## src/rtl/gpio_sc_pkg.sv

```systemverilog
// Package: shared register offsets and widths for the set/clear GPIO block.
// Assumes byte addressing with 8-bit addresses and 32-bit data words.
package gpio_sc_pkg;

    localparam int BUS_AW = 8;
    localparam int BUS_DW = 32;

    // write-one-to-set / write-one-to-clear pairs
    localparam logic [BUS_AW-1:0] A_DOUT_SET  = 8'h00;
    localparam logic [BUS_AW-1:0] A_DOUT_CLR  = 8'h04;
    localparam logic [BUS_AW-1:0] A_DIR_SET   = 8'h10;
    localparam logic [BUS_AW-1:0] A_DIR_CLR   = 8'h14;
    localparam logic [BUS_AW-1:0] A_IEN_SET   = 8'h20;
    localparam logic [BUS_AW-1:0] A_IEN_CLR   = 8'h24;
    localparam logic [BUS_AW-1:0] A_MSK_SET   = 8'h30;
    localparam logic [BUS_AW-1:0] A_MSK_CLR   = 8'h34;
    localparam logic [BUS_AW-1:0] A_ETYP_SET  = 8'h40;
    localparam logic [BUS_AW-1:0] A_ETYP_CLR  = 8'h44;
    localparam logic [BUS_AW-1:0] A_POL_SET   = 8'h50;
    localparam logic [BUS_AW-1:0] A_POL_CLR   = 8'h54;
    localparam logic [BUS_AW-1:0] A_DEB_SET   = 8'h60;
    localparam logic [BUS_AW-1:0] A_DEB_CLR   = 8'h64;
    localparam logic [BUS_AW-1:0] A_DUAL_SET  = 8'hB0;
    localparam logic [BUS_AW-1:0] A_DUAL_CLR  = 8'hB4;

    // readable and command addresses
    localparam logic [BUS_AW-1:0] A_DIR_RD    = 8'h18;
    localparam logic [BUS_AW-1:0] A_STATUS    = 8'h70;
    localparam logic [BUS_AW-1:0] A_EOI       = 8'h78;
    localparam logic [BUS_AW-1:0] A_PINS      = 8'h80;
    localparam logic [BUS_AW-1:0] A_COMB      = 8'hA0;
    localparam logic [BUS_AW-1:0] A_DUAL_RD   = 8'hB8;

    // Per-pin configuration gathered for the event logic
    typedef enum logic [1:0] {
        DET_LEVEL = 2'b00,
        DET_ONE   = 2'b01,
        DET_BOTH  = 2'b10
    } det_mode_e;

endpackage

```

## src/rtl/gpio_sc_w1sc.sv

```systemverilog
// Module: one configuration field reached through a set address and a
// clear address. A 1 in the written word sets (or clears) the bit; a 0
// leaves it. Assumes set and clear offsets differ.
module gpio_sc_w1sc
    import gpio_sc_pkg::*;
#(
    parameter int                W       = 32,
    parameter logic [BUS_AW-1:0] SET_OFF = 8'h00,
    parameter logic [BUS_AW-1:0] CLR_OFF = 8'h04
) (
    input  logic              clk,
    input  logic              rst_n,
    input  logic              wr,
    input  logic [BUS_AW-1:0] addr,
    input  logic [W-1:0]      wbits,
    output logic [W-1:0]      q
);

    logic set_hit;
    logic clr_hit;

    // decode the two addresses of this field
    always_comb begin
        set_hit = wr && (addr == SET_OFF);
        clr_hit = wr && (addr == CLR_OFF);
    end

    // apply set or clear mask to the stored bits
    always_ff @(posedge clk) begin
        if (!rst_n) begin
            q <= '0;
        end else if (set_hit) begin
            q <= q | wbits;
        end else if (clr_hit) begin
            q <= q & ~wbits;
        end
    end

endmodule

```

## src/rtl/gpio_sc_regs.sv

```systemverilog
// Module: register file of the GPIO block. It holds the eight set/clear
// fields and the combined-interrupt gate. It produces end-of-interrupt and
// enable-clear pulses, and returns registered read data.
// Assumes NPINS <= 32.
module gpio_sc_regs
    import gpio_sc_pkg::*;
#(
    parameter int NPINS = 32
) (
    input  logic              clk,
    input  logic              rst_n,
    input  logic              wr,
    input  logic              rd,
    input  logic [BUS_AW-1:0] addr,
    input  logic [BUS_DW-1:0] wdata,
    input  logic [NPINS-1:0]  pins_sync,
    input  logic [NPINS-1:0]  status,
    output logic [NPINS-1:0]  dout,
    output logic [NPINS-1:0]  dir,
    output logic [NPINS-1:0]  ien,
    output logic [NPINS-1:0]  imask,
    output logic [NPINS-1:0]  etype,
    output logic [NPINS-1:0]  pol,
    output logic [NPINS-1:0]  deb,
    output logic [NPINS-1:0]  dual,
    output logic              comb_en,
    output logic [NPINS-1:0]  eoi_pulse,
    output logic [NPINS-1:0]  ien_clr_pulse,
    output logic [BUS_DW-1:0] rdata
);

    localparam int NFIELD = 8;

    typedef logic [BUS_AW-1:0] off_t;
    localparam off_t SET_TAB [NFIELD] = '{A_DOUT_SET, A_DIR_SET, A_IEN_SET,
        A_MSK_SET, A_ETYP_SET, A_POL_SET, A_DEB_SET, A_DUAL_SET};
    localparam off_t CLR_TAB [NFIELD] = '{A_DOUT_CLR, A_DIR_CLR, A_IEN_CLR,
        A_MSK_CLR, A_ETYP_CLR, A_POL_CLR, A_DEB_CLR, A_DUAL_CLR};

    logic [NPINS-1:0] wbits;
    logic [NPINS-1:0] fld [NFIELD];
    logic [BUS_DW-1:0] rd_next;

    assign wbits = wdata[NPINS-1:0];

    // one set/clear slice per configuration field
    for (genvar f = 0; f < NFIELD; f++) begin : g_fld
        gpio_sc_w1sc #(
            .W       (NPINS),
            .SET_OFF (SET_TAB[f]),
            .CLR_OFF (CLR_TAB[f])
        ) u_fld (
            .clk   (clk),
            .rst_n (rst_n),
            .wr    (wr),
            .addr  (addr),
            .wbits (wbits),
            .q     (fld[f])
        );
    end

    assign dout  = fld[0];
    assign dir   = fld[1];
    assign ien   = fld[2];
    assign imask = fld[3];
    assign etype = fld[4];
    assign pol   = fld[5];
    assign deb   = fld[6];
    assign dual  = fld[7];

    // command pulses for the event logic, valid in the write cycle
    always_comb begin
        eoi_pulse     = (wr && addr == A_EOI)     ? wbits : '0;
        ien_clr_pulse = (wr && addr == A_IEN_CLR) ? wbits : '0;
    end

    // combined interrupt gate, a plain read/write bit
    always_ff @(posedge clk) begin
        if (!rst_n) begin
            comb_en <= 1'b0;
        end else if (wr && addr == A_COMB) begin
            comb_en <= wdata[0];
        end
    end

    // select the readable word; write-only addresses give zero
    always_comb begin
        rd_next = '0;
        case (addr)
            A_DIR_RD:  rd_next[NPINS-1:0] = dir;
            A_STATUS:  rd_next[NPINS-1:0] = status;
            A_PINS:    rd_next[NPINS-1:0] = pins_sync;
            A_DUAL_RD: rd_next[NPINS-1:0] = dual;
            A_COMB:    rd_next[0]         = comb_en;
            default:   rd_next            = '0;
        endcase
    end

    // register the read word on the read strobe
    always_ff @(posedge clk) begin
        if (!rst_n) begin
            rdata <= '0;
        end else if (rd) begin
            rdata <= rd_next;
        end
    end

endmodule

```

## src/rtl/gpio_sc_infilter.sv

```systemverilog
// Module: per-pin input path. A synchroniser chain feeds an optional
// stability filter. With the filter enabled, a new value is taken only after
// DEB_LEN consecutive equal samples. With it disabled, the filter register
// tracks the synchronised value, so switching the filter causes no glitch.
// Assumes SYNC_STAGES >= 2 and DEB_LEN >= 2.
module gpio_sc_infilter #(
    parameter int NPINS       = 32,
    parameter int SYNC_STAGES = 2,
    parameter int DEB_LEN     = 4
) (
    input  logic             clk,
    input  logic             rst_n,
    input  logic [NPINS-1:0] pin_in,
    input  logic [NPINS-1:0] deb_en,
    output logic [NPINS-1:0] pins_sync,
    output logic [NPINS-1:0] pins_clean
);

    localparam int CNT_W = (DEB_LEN > 2) ? $clog2(DEB_LEN) : 1;
    localparam logic [CNT_W-1:0] CNT_LAST = CNT_W'(DEB_LEN - 1);

    for (genvar i = 0; i < NPINS; i++) begin : g_pin
        logic [SYNC_STAGES-1:0] chain;
        logic                   held;
        logic [CNT_W-1:0]       cnt;
        logic                   s;

        assign s = chain[SYNC_STAGES-1];

        // shift the pad value through the synchroniser
        always_ff @(posedge clk) begin
            if (!rst_n) begin
                chain <= '0;
            end else begin
                chain <= {chain[SYNC_STAGES-2:0], pin_in[i]};
            end
        end

        // count consecutive differing samples and accept at the limit
        always_ff @(posedge clk) begin
            if (!rst_n) begin
                held <= 1'b0;
                cnt  <= '0;
            end else if (!deb_en[i] || (s == held)) begin
                held <= s;
                cnt  <= '0;
            end else if (cnt == CNT_LAST) begin
                held <= s;
                cnt  <= '0;
            end else begin
                cnt <= cnt + 1'b1;
            end
        end

        assign pins_sync[i]  = s;
        assign pins_clean[i] = deb_en[i] ? held : s;
    end

endmodule

```

## src/rtl/gpio_sc_irqlogic.sv

```systemverilog
// Module: per-pin event detection, the pending latch and the combined
// interrupt. Edge-mode pins latch events; level-mode pins report their live
// level. Dual-edge overrides type and polarity. Assumes clean inputs are
// already synchronous to clk.
module gpio_sc_irqlogic
    import gpio_sc_pkg::*;
#(
    parameter int NPINS = 32
) (
    input  logic             clk,
    input  logic             rst_n,
    input  logic [NPINS-1:0] clean,
    input  logic [NPINS-1:0] ien,
    input  logic [NPINS-1:0] imask,
    input  logic [NPINS-1:0] etype,
    input  logic [NPINS-1:0] pol,
    input  logic [NPINS-1:0] dual,
    input  logic             comb_en,
    input  logic [NPINS-1:0] eoi_pulse,
    input  logic [NPINS-1:0] ien_clr_pulse,
    output logic [NPINS-1:0] pend,
    output logic [NPINS-1:0] status,
    output logic             irq
);

    logic [NPINS-1:0] prev;
    logic [NPINS-1:0] hit;
    logic [NPINS-1:0] edge_mode;
    logic [NPINS-1:0] raw;

    // remember last clean level for edge detection
    always_ff @(posedge clk) begin
        if (!rst_n) begin
            prev <= '0;
        end else begin
            prev <= clean;
        end
    end

    // per-pin detector selection
    for (genvar i = 0; i < NPINS; i++) begin : g_det
        det_mode_e mode;
        logic      rise;
        logic      fall;

        assign rise = clean[i] & ~prev[i];
        assign fall = ~clean[i] & prev[i];

        // pick detector kind: dual-edge first, then edge type
        always_comb begin
            if (dual[i]) begin
                mode = DET_BOTH;
            end else if (etype[i]) begin
                mode = DET_ONE;
            end else begin
                mode = DET_LEVEL;
            end
        end

        // event and reported condition for this pin
        always_comb begin
            case (mode)
                DET_BOTH: begin
                    hit[i]       = rise | fall;
                    edge_mode[i] = 1'b1;
                    raw[i]       = pend[i];
                end
                DET_ONE: begin
                    hit[i]       = pol[i] ? rise : fall;
                    edge_mode[i] = 1'b1;
                    raw[i]       = pend[i];
                end
                default: begin
                    hit[i]       = 1'b0;
                    edge_mode[i] = 1'b0;
                    raw[i]       = ~(clean[i] ^ pol[i]);
                end
            endcase
        end
    end

    // latch enabled edge events; new events win over end-of-interrupt
    always_ff @(posedge clk) begin
        if (!rst_n) begin
            pend <= '0;
        end else begin
            pend <= ((pend & ~(eoi_pulse & edge_mode)) | (hit & ien))
                    & ~ien_clr_pulse;
        end
    end

    // reportable status and the gated combined line
    always_comb begin
        status = raw & ien & ~imask;
        irq    = comb_en & (|status);
    end

endmodule

```

## src/rtl/gpio_setclr_ctrl.sv

```systemverilog
// Module: top of the set/clear GPIO controller. It joins the register file,
// the input filter and the event logic. Bus: single-cycle write strobe;
// read strobe with data one clock later. Assumes NPINS <= 32.
module gpio_setclr_ctrl
    import gpio_sc_pkg::*;
#(
    parameter int NPINS       = 32,
    parameter int SYNC_STAGES = 2,
    parameter int DEB_LEN     = 4
) (
    input  logic              clk,
    input  logic              rst_n,
    input  logic              bus_wr,
    input  logic              bus_rd,
    input  logic [BUS_AW-1:0] bus_addr,
    input  logic [BUS_DW-1:0] bus_wdata,
    output logic [BUS_DW-1:0] bus_rdata,
    input  logic [NPINS-1:0]  pin_in,
    output logic [NPINS-1:0]  pin_out,
    output logic [NPINS-1:0]  pin_oe,
    output logic              irq_out
);

    logic [NPINS-1:0] dout;
    logic [NPINS-1:0] dir;
    logic [NPINS-1:0] ien;
    logic [NPINS-1:0] imask;
    logic [NPINS-1:0] etype;
    logic [NPINS-1:0] pol;
    logic [NPINS-1:0] deb;
    logic [NPINS-1:0] dual;
    logic             comb_en;
    logic [NPINS-1:0] eoi_pulse;
    logic [NPINS-1:0] ien_clr_pulse;
    logic [NPINS-1:0] pins_sync;
    logic [NPINS-1:0] pins_clean;
    logic [NPINS-1:0] pend;
    logic [NPINS-1:0] status;

    gpio_sc_regs #(.NPINS(NPINS)) u_regs (
        .clk           (clk),
        .rst_n         (rst_n),
        .wr            (bus_wr),
        .rd            (bus_rd),
        .addr          (bus_addr),
        .wdata         (bus_wdata),
        .pins_sync     (pins_sync),
        .status        (status),
        .dout          (dout),
        .dir           (dir),
        .ien           (ien),
        .imask         (imask),
        .etype         (etype),
        .pol           (pol),
        .deb           (deb),
        .dual          (dual),
        .comb_en       (comb_en),
        .eoi_pulse     (eoi_pulse),
        .ien_clr_pulse (ien_clr_pulse),
        .rdata         (bus_rdata)
    );

    gpio_sc_infilter #(
        .NPINS       (NPINS),
        .SYNC_STAGES (SYNC_STAGES),
        .DEB_LEN     (DEB_LEN)
    ) u_infilt (
        .clk        (clk),
        .rst_n      (rst_n),
        .pin_in     (pin_in),
        .deb_en     (deb),
        .pins_sync  (pins_sync),
        .pins_clean (pins_clean)
    );

    gpio_sc_irqlogic #(.NPINS(NPINS)) u_irq (
        .clk           (clk),
        .rst_n         (rst_n),
        .clean         (pins_clean),
        .ien           (ien),
        .imask         (imask),
        .etype         (etype),
        .pol           (pol),
        .dual          (dual),
        .comb_en       (comb_en),
        .eoi_pulse     (eoi_pulse),
        .ien_clr_pulse (ien_clr_pulse),
        .pend          (pend),
        .status        (status),
        .irq           (irq_out)
    );

    assign pin_out = dout;
    assign pin_oe  = dir;

endmodule

```

## config.mk

```make
export PLATFORM = sky130hd
export DESIGN_NAME = gpio_setclr_ctrl
export DESIGN_NICKNAME = d
export VERILOG_FILES = /design/src/rtl/gpio_sc_pkg.sv /design/src/rtl/gpio_sc_w1sc.sv /design/src/rtl/gpio_sc_regs.sv /design/src/rtl/gpio_sc_infilter.sv /design/src/rtl/gpio_sc_irqlogic.sv /design/src/rtl/gpio_setclr_ctrl.sv
export SDC_FILE = /design/constraint.sdc
export NUM_CORES = 1
export LEC_CHECK = 0
export ABC_AREA = 1
export CORE_ASPECT_RATIO = 0.75
export CORE_MARGIN = 4
export CORE_UTILIZATION = 55
export DETAILED_ROUTE_END_ITERATION = 6
export PLACE_DENSITY = 0.76
export SETUP_SLACK_MARGIN = 0.1
export SYNTH_ARGS = -nofsm -noshare
export SYNTH_HDL_FRONTEND = slang
export SYNTH_SLANG_ARGS = --single-unit
```

## constraint.sdc

```tcl
create_clock -name clk -period 2 [get_ports clk]
set_clock_uncertainty 0.2 [all_clocks]
set_input_delay 0.4 -clock clk [delete_from_list [all_inputs] [get_ports clk]]
set_output_delay 0.4 -clock clk [all_outputs]
set_load 0.02 [all_outputs]
```

==> reports/metrics.yaml <==
wirelength_um: 78900
power.total_mw: 21.6
critPathLaunchType: "flip-flop"
maxSlewHeadroom: 0.730
die-area_um2: 44600
io_pins: 173
final-setup-viol-count: 1
hold_depth: 3
internal-power_mw: 16.6
hold_class: "primary input to flip-flop"
tritoncts: "yes"
numPortBuffers: 172
fin_crit_ps: 2660
slew_violations: 0
critPathRequiredTime_ps: 1400
avgViaCountPerCell: 5.76
synthDistinctLibCells: 33
num-fill-cells: 2868
cp_max_fo: 3
grtUsageTotal: 0.315
std_cell_rows: 64
cpMaxStageDelayCell: "dfxtp_1"
synth.avg_cell_area_um2: 7.48
grt.overflow.total: 0
place_ws_ps: -664
final_cell_mix: "nand2_1 (482), dfxtp_1 (460), buf_4 (438), inv_1 (328), a21oi_1 (305)"
power.switching_mw: 4.98
min_period_over_period: 1.33
grt_pass1_vias: 23100
wl_per_cell_um: 18.9
dr.pass1.iters: 7
crit_chain: "nor2_4 -> nor2_1 -> nor3_2 -> nand2_2 -> nand2_2 -> nor2_4 -> nand2_2 -> nor2_4 -> a21oi_2 -> buf_6"
syn_to_final_growth_pct: 37.9
pwr-share-clk: 0.457
combinationalPowerShare: 0.062
final_common_cell: "nand2_1"
final_nets: 3765
core_um2: 40800
worst_slack_ps: -658
fmax_mhz: 376
first_iter_violations: 2766
max_stage_delay_ps: 350
fp.dieH_um: 184
swShare: 0.231
clkLatencyLatePin_ps: 580
clock_tree.root_cell: "clkbuf_16"
clockBufferDepth: 3
ys_dominant_reg_cell: "dfxtp_1"
tightest_slew_ps: 406
cap_violations: 0
status: "finished with violations"
cts.sinks: 513
dieWidth_um: 243
cts_inserted_buffers: 49
endpoint_kind: "output port"
fin_tns_setup_ps: -658
stdcell_count: 4166
placedCellCount: 4015
cts_max_level: 2
grt_pass1_wl_um: 116000
dp_hpwl_um: 49100
leakagePower_nw: 13.9
synthArstFlopShare: 0
via_count: 24000
netlist_area_um2: 22700
ys_warn_count: 0
sequentialPowerShare: 0.481
peakVddDrop_v: 0.000675
syn_nets: 3204
grt_setup_unrepaired: "true"
syn_inst: 3032
antenna_found_initial: 3
ys_ff_latch: 513
clk_pin_slew_ps: 60
remaining_drc_errors: 0
failed_checks: "setup timing"
critPathKind: "flip-flop to output port"
ant_nets: 0
ff2ff_path_depth: 11
arrival_ps: 2060
start_util: 0.557
fin_util: 0.768
p_per_area_nw_per_um2: 689
yosysSeqAreaShare: 0.453
grt_max_degree: 62
drive_gt1_frac: 0.239
gp_congestion: 0.926
synth_edf_count: 0
hold_viol_final: 0
==> Yosys cell counts (all sizes together) (2+ instances only) <==
| master | n | area share |
|---|---|---|
| a21oi | 306 | 0.067 |
| nor2 | 345 | 0.059 |
| o32ai | 12 | 0.0046 |
| o31ai | 32 | 0.011 |
| nand3 | 139 | 0.031 |
| xor2 | 14 | 0.0054 |
| inv | 364 | 0.060 |
| buf | 45 | 0.0097 |
| clkbuf | 117 | 0.019 |
| nor3 | 58 | 0.013 |
| nor3b | 2 | 0.00066 |
| nand2 | 529 | 0.088 |
| o211ai | 22 | 0.0073 |
| a211oi | 18 | 0.0060 |
| o21ai | 276 | 0.061 |
| o21bai | 3 | 0.00099 |
| o22ai | 18 | 0.0050 |
| nand4 | 24 | 0.0066 |
| dfxtp | 513 | 0.45 |
| ha | 96 | 0.053 |
| a311oi | 96 | 0.037 |
==> metrics by stage <==
stage                     instance area, um2  hold WS, ps
after global placement                 28200          196
after floorplan                        22700          190
after detailed placement               28200          198
after global routing                   31300          151
final                                  31300          146
after CTS                              30200          124
==> path summary, 6_finish.rpt <==
path / startpoint / endpoint / slack, ps
hold / removal: pin_in[31] / u_infilt.g_pin[31].chain[0] / 150
setup / recovery: flip-flop / irq_out / -660
setup reg to reg: u_infilt.g_pin[18].chain[1] / u_regs.rdata[18] / 220
hold reg to reg: u_infilt.g_pin[23].chain[0] / u_infilt.g_pin[23].chain[1] / 210
==> power by group through the flow <==
stage / Sequential (mW) / Clock [mW] / Combinational (mW)
2_1_floorplan: 10.6 / 0 / 0.574
3_3_place_gp: 10.6 / 0 / 1.18
3_5_place_dp: 10.6 / 0 / 1.21
4_1_cts: 10.4 / 9.92 / 1.24
5_1_grt: 10.4 / 10.4 / 1.42
6_report: 10.4 / 9.86 / 1.33
==> critical path: cells and delay by family, from the launching register on <==
family	cells	cell delay, ps
AOI/OAI and AO/OA	1	140
and+or+nand+nor	8	850
DFF	1	350
buffers and inverters	1	140
==> cell families (layout without fill, tap and decap cells) <==
logic type / after synthesis / after routing / synth area share
simple gates: 1098 / 1098 / 0.200
compound gates: 784 / 784 / 0.200
buf+inv: 527 / 1129 / 0.0895
flops: 513 / 513 / 0.453
fa+ha+maj: 96 / 96 / 0.0529
xor+xnor: 14 / 14 / 0.00540
other cells: 0 / 4 / 0
==> what timing repair did <==
item                                    4_1_cts  5_1_grt
hold buffers                                  1        0
gates resized for setup                     279      202
buffers inserted                              6       35
endpoints found under the setup margin      130      274
endpoints found under the hold margin         1        0
gates cloned                                  0       13
pin swaps                                    25       52
==> routing by layer <==
metal / wire, um / track usage / vias up
li1: - / - / 11300
met1: 30900 / 0.398 / 11100
met2: 36500 / 0.541 / 1303
met3: 7600 / 0.0455 / 306
met4: 3890 / 0.137 / 0
met5: 0 / 0 / -
==> area by class of cell <==
| class | count | area (um2) | area share |
|---|---|---|---|
| clock inverters | 23 | 278 | 0.00888 |
| clock buffers | 69 | 1420 | 0.0455 |
| multi-input cells | 1992 | 11000 | 0.353 |
| well taps | 528 | 661 | 0.0211 |
| flip-flops and latches | 513 | 10300 | 0.330 |
| repair buffers | 672 | 6160 | 0.197 |
| diodes | 4 | 10.0 | 0.000320 |
| inverters | 365 | 1380 | 0.0442 |
Note: power is estimated with default switching activity, not from simulation.
